[config.mk]
export PLATFORM = sky130hd
export DESIGN_NAME = refwin_loader
export DESIGN_NICKNAME = d
export VERILOG_FILES = /design/src/rtl/refwin_pkg.sv /design/src/rtl/refwin_ctrl.sv /design/src/rtl/refwin_window.sv /design/src/rtl/refwin_reuse.sv /design/src/rtl/refwin_loader.sv
export SDC_FILE = /design/constraint.sdc
export NUM_CORES = 1
export LEC_CHECK = 0
export BUFFER_PORTS_ARGS = -buffer_cell sky130_fd_sc_hd__buf_2
export CAP_MARGIN = 10
export CORE_MARGIN = 2
export CORE_UTILIZATION = 45
export CTS_BUF_LIST = sky130_fd_sc_hd__clkbuf_4 sky130_fd_sc_hd__clkbuf_8
export CTS_CLUSTER_DIAMETER = 60
export DETAILED_ROUTE_END_ITERATION = 8
export GPL_ROUTABILITY_DRIVEN = 0
export HOLD_SLACK_MARGIN = 0.08
export MAX_ROUTING_LAYER = met4
export PLACE_DENSITY = 0.77
export RECOVER_POWER = 25
export SLEW_MARGIN = 20
export SYNTH_ARGS = -nofsm -noshare
export SYNTH_HDL_FRONTEND = slang
export SYNTH_HIERARCHICAL = 1
export SYNTH_SLANG_ARGS = --single-unit
[constraint.sdc]
create_clock -name clk -period 3.6 [get_ports clk]
set_input_delay 0.36 -clock clk [delete_from_list [all_inputs] [get_ports clk]]
set_output_delay 0.36 -clock clk [all_outputs]
set_load 0.05 [all_outputs]
[src/rtl/refwin_pkg.sv]
// Shared encodings for the reference window loader.
// Assumes: command and read-kind codes are fixed by the external interface.
package refwin_pkg;
    typedef enum logic [1:0] {
        OP_START = 2'd0,
        OP_RIGHT = 2'd1,
        OP_DOWN  = 2'd2,
        OP_LEFT  = 2'd3
    } move_op_t;

    typedef enum logic [1:0] {
        RD_NONE = 2'd0,
        RD_COL  = 2'd1,
        RD_ROW  = 2'd2,
        RD_PIX  = 2'd3
    } rd_kind_t;

    typedef enum logic [1:0] {
        W_HOLD = 2'd0,
        W_SHL  = 2'd1,
        W_SHR  = 2'd2,
        W_SHU  = 2'd3
    } win_op_t;
endpackage

[src/rtl/refwin_ctrl.sv]
// Control for the loader: tracks the search point, the loading phase and
// the tag of the reuse array, and forms the memory request per cycle.
// Assumes: memory answers in the request cycle; the path stays in range.
module refwin_ctrl
    import refwin_pkg::*;
#(
    parameter int BLK = 4,
    parameter int CW  = 8
) (
    input  logic          clk,
    input  logic          rst_n,
    input  logic          cmd_valid,
    input  logic [1:0]    cmd_op,
    input  logic [CW-1:0] start_row,
    input  logic [CW-1:0] start_col,
    output logic [1:0]    rd_kind,
    output logic [CW-1:0] rd_row,
    output logic [CW-1:0] rd_col,
    output win_op_t       win_op,
    output logic          use_ra,
    output logic          ra_load,
    output logic          ra_src_left,
    output logic          blk_valid,
    output logic [CW-1:0] pt_row,
    output logic [CW-1:0] pt_col
);
    localparam int          CNT_W = $clog2(BLK + 1);
    localparam logic [CW-1:0] BLK_C = CW'(BLK);
    localparam logic [CW-1:0] ONE_C = CW'(1);

    typedef enum logic [1:0] {ST_EMPTY, ST_FILL, ST_READY} st_t;

    st_t              state;
    logic [CNT_W-1:0] fill_cnt;
    logic             ra_ok;
    logic [CW-1:0]    ra_row;
    logic [CW-1:0]    ra_col;
    logic [CW-1:0]    ent_r;
    logic [CW-1:0]    ent_l;
    logic             hit_r;
    logic             hit_l;
    logic             accept_start;
    move_op_t         op;

    assign op           = move_op_t'(cmd_op);
    assign ent_r        = pt_col + BLK_C;
    assign ent_l        = pt_col - ONE_C;
    assign hit_r        = ra_ok && (ra_col == ent_r) && (ra_row == pt_row);
    assign hit_l        = ra_ok && (ra_col == ent_l) && (ra_row == pt_row);
    assign accept_start = cmd_valid && (op == OP_START) && (state != ST_FILL);
    assign blk_valid    = (state == ST_READY);

    // Request and datapath steering for the current cycle.
    always_comb begin
        rd_kind     = RD_NONE;
        rd_row      = '0;
        rd_col      = '0;
        win_op      = W_HOLD;
        use_ra      = 1'b0;
        ra_load     = 1'b0;
        ra_src_left = 1'b0;
        if (state == ST_FILL) begin
            rd_kind = RD_COL;
            rd_row  = pt_row;
            rd_col  = pt_col + CW'(fill_cnt);
            win_op  = W_SHL;
        end else if (state == ST_READY && cmd_valid) begin
            case (op)
                OP_RIGHT: begin
                    win_op      = W_SHL;
                    ra_load     = 1'b1;
                    ra_src_left = 1'b1;
                    use_ra      = hit_r;
                    rd_col      = ent_r;
                    rd_kind     = hit_r ? RD_PIX : RD_COL;
                    rd_row      = hit_r ? pt_row + BLK_C - ONE_C : pt_row;
                end
                OP_LEFT: begin
                    win_op  = W_SHR;
                    ra_load = 1'b1;
                    use_ra  = hit_l;
                    rd_col  = ent_l;
                    rd_kind = hit_l ? RD_PIX : RD_COL;
                    rd_row  = hit_l ? pt_row + BLK_C - ONE_C : pt_row;
                end
                OP_DOWN: begin
                    win_op  = W_SHU;
                    rd_kind = RD_ROW;
                    rd_row  = pt_row + BLK_C;
                    rd_col  = pt_col;
                end
                default: ;
            endcase
        end
    end

    // Phase, search point and reuse tag update.
    always_ff @(posedge clk) begin
        if (!rst_n) begin
            state    <= ST_EMPTY;
            fill_cnt <= '0;
            pt_row   <= '0;
            pt_col   <= '0;
            ra_ok    <= 1'b0;
            ra_row   <= '0;
            ra_col   <= '0;
        end else if (accept_start) begin
            state    <= ST_FILL;
            fill_cnt <= '0;
            pt_row   <= start_row;
            pt_col   <= start_col;
            ra_ok    <= 1'b0;
        end else if (state == ST_FILL) begin
            fill_cnt <= fill_cnt + CNT_W'(1);
            if (fill_cnt == CNT_W'(BLK - 1)) begin
                state <= ST_READY;
            end
        end else if (state == ST_READY && cmd_valid) begin
            case (op)
                OP_RIGHT: begin
                    pt_col <= pt_col + ONE_C;
                    ra_ok  <= 1'b1;
                    ra_col <= pt_col;
                    ra_row <= pt_row + ONE_C;
                end
                OP_LEFT: begin
                    pt_col <= pt_col - ONE_C;
                    ra_ok  <= 1'b1;
                    ra_col <= pt_col + BLK_C - ONE_C;
                    ra_row <= pt_row + ONE_C;
                end
                OP_DOWN: pt_row <= pt_row + ONE_C;
                default: ;
            endcase
        end
    end
endmodule

[src/rtl/refwin_window.sv]
// BLK x BLK pixel window register. Shifts left, right or up, filling the
// vacated column or row from new_vec.
// Assumes: new_vec element i is top-to-bottom for columns, left-to-right for rows.
module refwin_window
    import refwin_pkg::*;
#(
    parameter int BLK   = 4,
    parameter int PIX_W = 8
) (
    input  logic                       clk,
    input  logic                       rst_n,
    input  win_op_t                    win_op,
    input  logic [BLK*PIX_W-1:0]       new_vec,
    output logic [BLK*BLK*PIX_W-1:0]   blk_pix
);
    logic [PIX_W-1:0] win [BLK][BLK];

    // Window shift according to the step kind.
    always_ff @(posedge clk) begin
        if (!rst_n) begin
            for (int r = 0; r < BLK; r++)
                for (int c = 0; c < BLK; c++)
                    win[r][c] <= '0;
        end else begin
            for (int r = 0; r < BLK; r++) begin
                for (int c = 0; c < BLK; c++) begin
                    case (win_op)
                        W_SHL: win[r][c] <= (c < BLK - 1) ? win[r][c+1]
                                          : new_vec[r*PIX_W +: PIX_W];
                        W_SHR: win[r][c] <= (c > 0) ? win[r][c-1]
                                          : new_vec[r*PIX_W +: PIX_W];
                        W_SHU: win[r][c] <= (r < BLK - 1) ? win[r+1][c]
                                          : new_vec[c*PIX_W +: PIX_W];
                        default: ;
                    endcase
                end
            end
        end
    end

    for (genvar gr = 0; gr < BLK; gr++) begin : g_row
        for (genvar gc = 0; gc < BLK; gc++) begin : g_col
            assign blk_pix[(gr*BLK+gc)*PIX_W +: PIX_W] = win[gr][gc];
        end
    end
endmodule

[src/rtl/refwin_reuse.sv]
// Reuse register array: keeps the lower BLK-1 pixels of a column that
// leaves the window on a horizontal step.
// Assumes: the tag of the stored column is kept by the controller.
module refwin_reuse #(
    parameter int BLK   = 4,
    parameter int PIX_W = 8
) (
    input  logic                       clk,
    input  logic                       rst_n,
    input  logic                       load,
    input  logic [BLK*PIX_W-1:0]       leave_col,
    output logic [(BLK-1)*PIX_W-1:0]   ra_pix
);
    // Capture rows 1..BLK-1 of the leaving column.
    always_ff @(posedge clk) begin
        if (!rst_n) begin
            ra_pix <= '0;
        end else if (load) begin
            ra_pix <= leave_col[BLK*PIX_W-1:PIX_W];
        end
    end
endmodule

[src/rtl/refwin_loader.sv]
// Top of the column-reuse reference window loader. Joins the controller,
// the window register and the reuse array, and builds the entering column
// from memory data or from reuse pixels plus one fresh pixel.
// Assumes: rd_data is valid in the same cycle as the request.
module refwin_loader
    import refwin_pkg::*;
#(
    parameter int BLK   = 4,
    parameter int PIX_W = 8,
    parameter int CW    = 8
) (
    input  logic                     clk,
    input  logic                     rst_n,
    input  logic                     cmd_valid,
    input  logic [1:0]               cmd_op,
    input  logic [CW-1:0]            start_row,
    input  logic [CW-1:0]            start_col,
    output logic [1:0]               rd_kind,
    output logic [CW-1:0]            rd_row,
    output logic [CW-1:0]            rd_col,
    input  logic [BLK*PIX_W-1:0]     rd_data,
    output logic                     blk_valid,
    output logic [BLK*BLK*PIX_W-1:0] blk_pix,
    output logic [CW-1:0]            pt_row,
    output logic [CW-1:0]            pt_col
);
    win_op_t                  win_op;
    logic                     use_ra;
    logic                     ra_load;
    logic                     ra_src_left;
    logic [(BLK-1)*PIX_W-1:0] ra_pix;
    logic [BLK*PIX_W-1:0]     left_col;
    logic [BLK*PIX_W-1:0]     right_col;
    logic [BLK*PIX_W-1:0]     leave_col;
    logic [BLK*PIX_W-1:0]     new_vec;

    refwin_ctrl #(.BLK(BLK), .CW(CW)) u_ctrl (
        .clk(clk), .rst_n(rst_n), .cmd_valid(cmd_valid), .cmd_op(cmd_op),
        .start_row(start_row), .start_col(start_col),
        .rd_kind(rd_kind), .rd_row(rd_row), .rd_col(rd_col),
        .win_op(win_op), .use_ra(use_ra), .ra_load(ra_load),
        .ra_src_left(ra_src_left), .blk_valid(blk_valid),
        .pt_row(pt_row), .pt_col(pt_col)
    );

    refwin_window #(.BLK(BLK), .PIX_W(PIX_W)) u_win (
        .clk(clk), .rst_n(rst_n), .win_op(win_op),
        .new_vec(new_vec), .blk_pix(blk_pix)
    );

    refwin_reuse #(.BLK(BLK), .PIX_W(PIX_W)) u_reuse (
        .clk(clk), .rst_n(rst_n), .load(ra_load),
        .leave_col(leave_col), .ra_pix(ra_pix)
    );

    for (genvar gr = 0; gr < BLK; gr++) begin : g_edge
        assign left_col[gr*PIX_W +: PIX_W]  = blk_pix[(gr*BLK)*PIX_W +: PIX_W];
        assign right_col[gr*PIX_W +: PIX_W] = blk_pix[(gr*BLK+BLK-1)*PIX_W +: PIX_W];
        if (gr < BLK - 1) begin : g_top
            assign new_vec[gr*PIX_W +: PIX_W] =
                use_ra ? ra_pix[gr*PIX_W +: PIX_W] : rd_data[gr*PIX_W +: PIX_W];
        end else begin : g_bot
            assign new_vec[gr*PIX_W +: PIX_W] =
                use_ra ? rd_data[PIX_W-1:0] : rd_data[gr*PIX_W +: PIX_W];
        end
    end

    assign leave_col = ra_src_left ? left_col : right_col;
endmodule

---- After elaboration in Yosys (flattened, before gate mapping) ----
Memories as Yosys holds them, arrays and structs flattened.
Cells that the tools add are included.
cells by class
  eq/ne operators ......................... 14
  bitwise gates (word level) .............. 51
  muxes and demuxes ....................... 100
  $add $sub $neg .......................... 9
  reductions and logical operators ........ 23
operators by type and width
  cell                                                                count
  8-bit 2-to-1 mux                                                    65
  1-bit OR                                                            48
  8-bit case mux with 3 select lines                                  2
  32-bit 2-to-1 mux                                                   1
  8-bit case mux with 2 select lines                                  2
  8-bit == test                                                       3
  8-bit by 1-bit subtractor with 8-bit output, second input constant  3
  1-bit 2-to-1 mux                                                    21
  8-bit by 1-bit adder with 8-bit output, second input constant       2
  8-bit by 3-bit adder with 8-bit output, second input constant       2
  2-bit 2-to-1 mux                                                    6
  2-bit case mux with 3 select lines                                  2
  2-bit == test, second input constant                                5
  2-bit nonzero test                                                  5
  3-bit AND reduction                                                 3
  8-bit by 3-bit adder with 8-bit output                              1
  4-bit AND reduction                                                 2
  1-bit logical AND                                                   7
  2-bit by 1-bit == test with 1-bit output, second input constant     3
  2-bit by 1-bit != test with 1-bit output, second input constant     2
  2-bit AND reduction                                                 2
  2-bit OR reduction                                                  2
  3-bit by 1-bit adder with 3-bit output, second input constant       1
  3-bit by 2-bit == test with 1-bit output, second input constant     1
  other kinds (4)                                                     6
storage, ports and cells
  RAM bits ................................ 128
  output and inout port bits .............. 163
  memories kept ........................... 1
  word-level logic and storage cells ...... 207
  register bits ........................... 62
memory list
  name       words  width  read ports  clocked after memory_dff  wr ports  RTL line             text
  u_win.win  4      32     4           0                         4         refwin_window.sv:16  logic [PIX_W-1:0] win [BLK][BLK];

---- Longest topological paths before layout ----
Gate-level depths: netlist of run 1.
  depth in word-level cells ............... 11
  mapped depth ............................ 15
  gate-level depth less buffers ........... 11

---- Modules after synthesis ----
The synthesis of run 1 kept the hierarchy.
modules (own cells, without submodules)
  module         cells each  times used  area each (µm²)
  refwin_window  588         1           7068.0
  refwin_ctrl    478         1           3527.1
  refwin_loader  72          1           1088.5
  refwin_reuse   77          1           929.6

---- Worst setup path before layout of run 1 ----
OpenSTA, ideal clock, no wires.
  path type ............................... reg2reg
  from .................................... register u_ctrl.state[1]
  to ...................................... memory u_win/win[0][0] in the netlist's numbering (enable)
  stages on the path, launching flop included .. 12
  required time ........................... 3.184 ns
  path buffers ............................ 6
  slack ................................... -0.719 ns
  data arrival time ....................... 3.903 ns
  cells stage by stage .................... dfxtp_1 nor2b_1 and2_1 clkbuf_1 nand2b_1 buf_2 buf_1 a21oi_1 buf_4 buf_6 buf_2 or3_1
RTL lines
  element                 RTL line             text
  from (decl)             refwin_ctrl.sv:33    st_t state;
  from (signal assigned)  refwin_ctrl.sv:100   state <= ST_EMPTY;
  from (signal assigned)  refwin_ctrl.sv:108   state <= ST_FILL;
  from (signal assigned)  refwin_ctrl.sv:116   state <= ST_READY;
  to (decl)               refwin_window.sv:16

---- Worst setup path in the final report of run 1 ----
  from .................................... register u_ctrl.pt_col[5]
  to ...................................... output port rd_row[4]
between the ends
  longest elaborated chain between the ends .. 8
ends and longest elaborated chain
  element                                                                                                       RTL line                              text
  from (decl)                                                                                                   refwin_ctrl.sv:25                     output logic [CW-1:0] pt_col
  from (signal assigned)                                                                                        refwin_ctrl.sv:111                    pt_col <= start_col;
  from (signal assigned)                                                                                        refwin_ctrl.sv:121                    pt_col <= pt_col + ONE_C;
  from (signal assigned)                                                                                        refwin_ctrl.sv:127                    pt_col <= pt_col - ONE_C;
  8-bit by 1-bit subtractor with 8-bit output / 8-bit by 3-bit adder with 8-bit output (equally long branches)  refwin_ctrl.sv:47, refwin_ctrl.sv:46
  8-bit == test, on equally long branches                                                                       refwin_ctrl.sv:49, refwin_ctrl.sv:48
  1-bit logical AND, on equally long branches (2 in a row)                                                      refwin_ctrl.sv:49, refwin_ctrl.sv:48
  8-bit 2-to-1 mux, on equally long branches                                                                    refwin_ctrl.sv:84, refwin_ctrl.sv:76
  8-bit case mux with 3 select lines *                                                                          refwin_ctrl.sv:68                     case (op)
  8-bit 2-to-1 mux *                                                                                            refwin_ctrl.sv:67                     end else if (state == ST_READY && cmd_valid) begin
  8-bit 2-to-1 mux *                                                                                            refwin_ctrl.sv:62                     if (state == ST_FILL) begin
  to (decl)                                                                                                     refwin_loader.sv:19                   output logic [CW-1:0] rd_row,
Every way passes the cells marked *; elsewhere a longest branch is shown, timed or not.

==> results.txt, run 1 <==
result of the run - finished clean
Final Net Count - 1448
Die Wd - 171 um
Final Setup Violations - 0
Netlist Area Pre-Place - 0.0125 mm^2
Overflow after GRT - 0
delay of the slowest cell on the worst path - 410 ps
placement-stage cell area - 0.0138 mm^2
number of antenna violations at the first check in global routing - 7
clock root buffer - sky130_fd_sc_hd__clkbuf_8
number of hold buffers added after CTS - 0
highest-delay cell along the critical path - sky130_fd_sc_hd__dfxtp_2
Clock Latency Late Sink - 510 ps
TritonCTS clock tree - built
Initial DRC Count - 1294
final cell count without fillers - 1765
PortBufs - 215
transition at the pin with the smallest max-transition slack - 1010 ps
total count of max-transition violations in the final report - 0
post-route cell area - 0.0144 mm^2
worst slew margin relative to its limit - 32.2%
Worst IR Drop VDD - 268 uV
total DRC errors in the routed layout - 0
aggregate routed wire length - 36900 um
core area - 0.0271 mm^2
number of global-route vias before repair - 9571
Max Clock Freq - 280 MHz
number of fillers in the final layout - 2397
type of origin of the critical path - flop
area of the die - 0.0291 mm^2
endpoint class of the critical path - output pin
# placed instances - 1717
synthesis-to-layout area growth - 14.9%
kind of critical path - reg2out
synthesized area per cell - 10.4 um^2
Synthesized Nets - 1282
leakage power of the design - 4.62 nW
clock tree skew after final layout - 39.6 ps
worst min-delay path category - in2reg
total negative setup slack - 0 ps
Initial Util - 46.1%
crit path cell chain - buf_4 > or2_2 > nor4_4 > a32o_1 > o2111ai_2 > o22a_2 > nor2_4 > a41oi_2 > o221ai_2 > buf_6
sink count of the clock tree - 190
number of failing hold endpoints at the final stage - 0
Pre-Repair DR Iteration Count - 5
via count of the routed design - 10700
Final HPWL DP - 25700 um
global-route usage over all layers - 25.0%
unrepaired setup endpoints after global routing - yes
combined area of the multi-input logic cells - 0.00672 mm^2
Max FO, Critical Path - 9
global-route wire length before repair - 55200 um
antenna viol nets, final - 0
maximum number of pins on one net before global-route repair - 105
Tcrit/Tclk final - 99.2%
clock slew at the register clock pins of the worst setup and hold paths - 120 ps
count of buffer and inverter cells on the critical path - 2
FP Rows - 60
synthesized netlist cell count - 1207
required time of the worst setup path - 3240 ps
floorplan die height - 171 um
count of boundary I/O pins - 216
synth warn - 6
areal power density over the cells - 370 mW/mm^2
Worst EP arrival - 3210 ps
gate family responsible for the most delay along the worst path - compound AO/OA/AOI/OAI gates
mean number of vias per cell - 6.07
share of layout cells above drive strength 1 - 20.8%
Inserted Clock Buffers - 17
H-Tree Level Count - 4
storage element area - 0.00510 mm^2
WL per Instance - 20.9 um
maximum number of buffers from clock root to sink - 2
crit path time final - 3570 ps
maxcap violations - 0
==> layout make-up <==
type	instances	area share [%]
Clock inverter	15	1.58
Tap cell	372	3.24
Timing Repair Buffer	272	10.5
Antenna cell	7	0.122
Sequential cell	190	35.5
Inverter	22	0.627
Clock buffer	17	1.63
Multi-Input combinational cell	870	46.8
==> power by group <==
| part | switching, mW | internal [mW] |
|---|---|---|
| combinational | 0.803 | 0.301 |
| sequential | 0.148 | 2.45 |
| clock | 1.02 | 0.583 |
| total | 1.97 | 3.34 |
==> tightest hold or removal path, stage by stage <==
cell	delay, ps
sky130_fd_sc_hd__buf_2	110
sky130_fd_sc_hd__nand2_1	50
sky130_fd_sc_hd__a21oi_1	50
==> cell usage in the layout, fill, tap and decap left out, types with 16 or more instances in the layout <==
cell type / count
sky130_fd_sc_hd__a211oi_1: 144
sky130_fd_sc_hd__clkbuf_8: 17
sky130_fd_sc_hd__buf_4: 50
sky130_fd_sc_hd__ha_1: 19
sky130_fd_sc_hd__nor2_1: 49
sky130_fd_sc_hd__dfxtp_1: 54
sky130_fd_sc_hd__xnor2_1: 37
sky130_fd_sc_hd__mux2i_1: 147
sky130_fd_sc_hd__nor2b_1: 28
sky130_fd_sc_hd__mux2_4: 52
sky130_fd_sc_hd__clkbuf_1: 117
sky130_fd_sc_hd__o21ai_0: 21
sky130_fd_sc_hd__a21oi_1: 153
sky130_fd_sc_hd__xor2_1: 18
sky130_fd_sc_hd__edfxtp_1: 128
sky130_fd_sc_hd__nand2_1: 57
sky130_fd_sc_hd__buf_2: 91
sky130_fd_sc_hd__inv_1: 16
==> metrics by stage <==
stage	hold WS, ps	utilization [%]	setup slack (ps)	power [mW]
after global placement	455	51.0	416	3.71
after detailed placement	463	51.0	368	3.73
after global routing	101	53.0	-124	5.47
final	94.7	53.0	29.2	5.31
after CTS	81.8	52.9	2.64	5.32
after floorplan	449	-	4.49	3.40
==> state kept, by name, summed over array words and instances (netlist names) <==
name	cells
u_win/win	128
u_reuse/ra_pix	24
u_ctrl/pt_col	8
u_ctrl/pt_row	8
u_ctrl/ra_col	8
u_ctrl/ra_row	8
u_ctrl/fill_cnt	3
u_ctrl/state	2
u_ctrl/ra_ok	1
==> timing repair <==
action	4_1_cts	5_1_grt
setup buffers	2	7
endpoints found under the hold margin	0	0
endpoints found under the setup margin	8	8
pin swaps	3	13
resized for setup	8	34
==> path summary, 6_finish.rpt <==
path	startpoint	cells after the start	slack, ps	to
max	u_ctrl/pt_col[5]	10	30	rd_row[4]
min	start_col[1]	3	90	u_ctrl/pt_col[1]
max reg2reg	u_ctrl/pt_col[3]	12	420	u_win/win[3][27]
min reg2reg	u_ctrl/ra_row[1]	2	480	u_ctrl/ra_row[1]
==> metal layers <==
layer | part of all wire, % | wire length, um | track usage, % | vias up
li1 | - | - | - | 4892
met1 | 44 | 16400 | 36.6 | 5083
met2 | 42 | 15500 | 34.7 | 677
met3 | 11 | 4140 | 5.20 | 63
met4 | 2.4 | 879 | 7.25 | 0
met5 | 0 | 0 | - | -
(Power assumes the default switching activity.)
==> run 2, diff against run 1 <==
==> constraint.sdc (replaced) <==
create_clock -name clk -period 3.6 [get_ports clk]
set_input_delay 0 -clock clk [delete_from_list [all_inputs] [get_ports clk]]
set_output_delay 0 -clock clk [all_outputs]
set_load 0.05 [all_outputs]
==> run 2 against run 1 <==
  * Combinational power about the same
  * Maximum frequency is 4.0% higher
  * Clock power hardly changed
  * Flip-flop and latch count unchanged
  * Non-clock buffer count increased by 18
  * Setup slack better by 140 ps
  * Hold slack gained 8.2 ps
  * First-iteration DRC count up 9.8%
  * Highest routed layer unchanged
==> results.txt, run 2 (synthesized netlist as in run 1, its figures left out) <==
worst slew margin relative to its limit - 42.2% (+10 points)
maxcap violations - 0 (unchanged)
total count of max-transition violations in the final report - 0 (unchanged)
mean number of vias per cell - 6.04 (-0.45%)
areal power density over the cells - 368 mW/mm^2 (-0.61%)
Pre-Repair DR Iteration Count - 6 (+1)
Clock Latency Late Sink - 490 ps (-20 ps)
worst min-delay path category - in2reg
Top Registers - u_win/win: 128 flops, u_reuse/ra_pix: 24 flops
Die Wd - 171 um (unchanged)
Initial Util - 46.1% (unchanged)
clock slew at the register clock pins of the worst setup and hold paths - 130 ps (about the same)
Max Clock Freq - 291 MHz (+4.0%)
Inserted Clock Buffers - 17 (unchanged)
combinational cell fraction of total power - 20.8% (about the same)
number of failing hold endpoints at the final stage - 0 (unchanged)
global-route usage over all layers - 25.4% (+0.32 points)
max FFs per register - 128 (unchanged)
clock root buffer - sky130_fd_sc_hd__clkbuf_8
crit path time final - 3430 ps (-139 ps)
clock tree skew after final layout - 32.4 ps (-7.16 ps)
area of the die - 0.0291 mm^2 (unchanged)
maximum number of pins on one net before global-route repair - 83 (-21%)
kind of critical path - reg2out
antenna viol nets, final - 0 (unchanged)
commonest cells after routing, fill and taps aside - sky130_fd_sc_hd__a21oi_1 (154), sky130_fd_sc_hd__mux2i_1 (147), sky130_fd_sc_hd__a211oi_1 (144), sky130_fd_sc_hd__edfxtp_1 (128), sky130_fd_sc_hd__clkbuf_1 (120)
number of fillers in the final layout - 2405 (+0.33%)
r2r worst-path depth - 12 (unchanged)
count of boundary I/O pins - 216 (unchanged)
Critical Path Sink - rd_row[5]
Final Setup Violations - 0 (unchanged)
sequential fraction of design power - 49.0% (about the same)
number of global-route vias before repair - 9644 (+0.76%)
required time of the worst setup path - 3600 ps (+360 ps)
net switching share of the total power - 37.1% (-0.084 points)
global-route wire length before repair - 55900 um (+1.2%)
leakage power of the design - 4.66 nW (+0.82%)
core utilization of the finished layout - 53.3% (+0.33 points)
number of antenna violations at the first check in global routing - 3 (-4)
type of origin of the critical path - flop
Final Net Count - 1466 (+1.2%)
Initial DRC Count - 1421 (+9.8%)
flop-to-flop setup slack - 180 ps (-240 ps)
result of the run - finished clean
net load switching power - 1.97 mW (-0.21%)
endpoint class of the critical path - output pin
Max FO, Critical Path - 6 (-3)
Critical R2R Launch - u_ctrl/pt_col[0]
share of layout cells above drive strength 1 - 17.5% (-3.3 points)
Final HPWL DP - 25300 um (-1.5%)
register with the most flip-flops - u_win/win
Worst IR Drop VDD - 284 uV (+5.8%)
PortBufs - 215 (unchanged)
Tcrit/Tclk final - 95.3% (-3.9 points)
core area - 0.0271 mm^2 (unchanged)
number of buffers added for setup after CTS - 0 (-2)
sink count of the clock tree - 190 (unchanged)
Overall Power - 5.31 mW (about the same)
Overflow after GRT - 0 (unchanged)
aggregate routed wire length - 37500 um (+1.7%)
TritonCTS clock tree - built
source of the critical timing path - u_ctrl/pt_col[0]
leading cell type in the layout, fill and taps excluded - sky130_fd_sc_hd__a21oi_1
Worst EP arrival - 3430 ps (+220 ps)
transition at the pin with the smallest max-transition slack - 867 ps (-140 ps)
H-Tree Level Count - 4 (unchanged)
FP Rows - 60 (unchanged)
maximum number of buffers from clock root to sink - 2 (unchanged)
total DRC errors in the routed layout - 0 (unchanged)
synthesis-to-layout area growth - 15.7%
design internal power - 3.34 mW (+0.15%)
power share of the clock group - 30.2% (about the same)
via count of the routed design - 10800 (+0.39%)
reg-to-reg endpoint - u_win/win[3][24]
floorplan die height - 171 um (unchanged)
WL per Instance - 21.1 um (+0.80%)
==> run 2: changes by cell type in the layout (fill, tap and decap cells not counted), moves of 4 or more <==
cell                            delta
sky130_fd_sc_hd__buf_2             +4
sky130_fd_sc_hd__dfxtp_1           +7
sky130_fd_sc_hd__dlygate4sd3_1    +35
sky130_fd_sc_hd__inv_1             +4
sky130_fd_sc_hd__buf_4            -20
sky130_fd_sc_hd__dfxtp_2           -6
sky130_fd_sc_hd__buf_6             -5
==> run 2: power by group through the flow <==
stage / registers [mW] / clock network, mW / logic (mW)
2_1_floorplan: 2.96 / 0 / 0.434
3_3_place_gp: 2.64 / 0 / 1.07
3_5_place_dp: 2.64 / 0 / 1.08
4_1_cts: 2.59 / 1.62 / 1.12
5_1_grt: 2.61 / 1.70 / 1.17
6_report: 2.60 / 1.60 / 1.11
==> run 2: how the worst min path moves through the flow <==
stage | slack, ps | start | cells past startpoint | to
after CTS | 90 | rd_data[6] | 4 | u_win/win[3][6]
after detailed placement | 270 | start_col[0] | 3 | u_ctrl/pt_col[0]
after global placement | 270 | start_col[0] | 3 | u_ctrl/pt_col[0]
final | 100 | rd_data[6] | 4 | u_win/win[3][6]
after floorplan | 130 | rst_n | 1 | u_reuse/ra_pix[23]
after global routing | 120 | rd_data[2] | 4 | u_win/win[3][2]
==> run 2: area by class of cell <==
class / count / area, um^2 / share of cell area (%)
clock buffers: 17 / 234 / 1.62
clock inverters: 15 / 221 / 1.53
well taps: 372 / 465 / 3.22
repair buffers: 290 / 1700 / 11.8
flip-flops and latches: 190 / 5090 / 35.2
inverters: 22 / 85.1 / 0.589
multi-input cells: 870 / 6650 / 46.0
diodes: 4 / 10.0 / 0.0693
==> run 2: repair_timing <==
action,CTS,global route
setup endpoints to repair,0,79
hold buffers,35,0
hold endpoints to repair,49,0
resized for setup,0,5
==> run 2: layer usage <==
metal  track usage (%)  up-vias  part of all wire, %
met5                 -        -                    0
met4              8.10        0                  2.6
met2              34.7      649                   43
met1              36.7     5114                   45
li1                  -     4923                    -
met3              5.92       71                   10
==> run 2: critical path: stages (launching register included) <==
cell and delay (ps):
sky130_fd_sc_hd__dfxtp_1 330, sky130_fd_sc_hd__inv_1 130, sky130_fd_sc_hd__ha_1 200, sky130_fd_sc_hd__nor4bb_4 380, sky130_fd_sc_hd__xor2_1 150, sky130_fd_sc_hd__nor4_2 370, sky130_fd_sc_hd__o2111ai_1 230, sky130_fd_sc_hd__o22a_2 340
sky130_fd_sc_hd__nor4b_1 320, sky130_fd_sc_hd__o21ai_1 90, sky130_fd_sc_hd__o211ai_1 110, sky130_fd_sc_hd__buf_2 300
==> run 2: per-stage QoR <==
step / cell area, um^2 / setup WS [ps] / instances / setup TNS, ps / hold slack, ps
finish: 14400 / 168 / 1780 / 0 / 103
global route: 14400 / -30.6 / 1779 / -60.8 / 116
CTS: 14600 / 27.6 / 1776 / 0 / 89.7
detailed placement: 13800 / 104 / 1709 / 0 / 273
global placement: 13800 / 221 / 1709 / 0 / 268
floorplan: 12500 / 6.93 / 1207 / 0 / 128
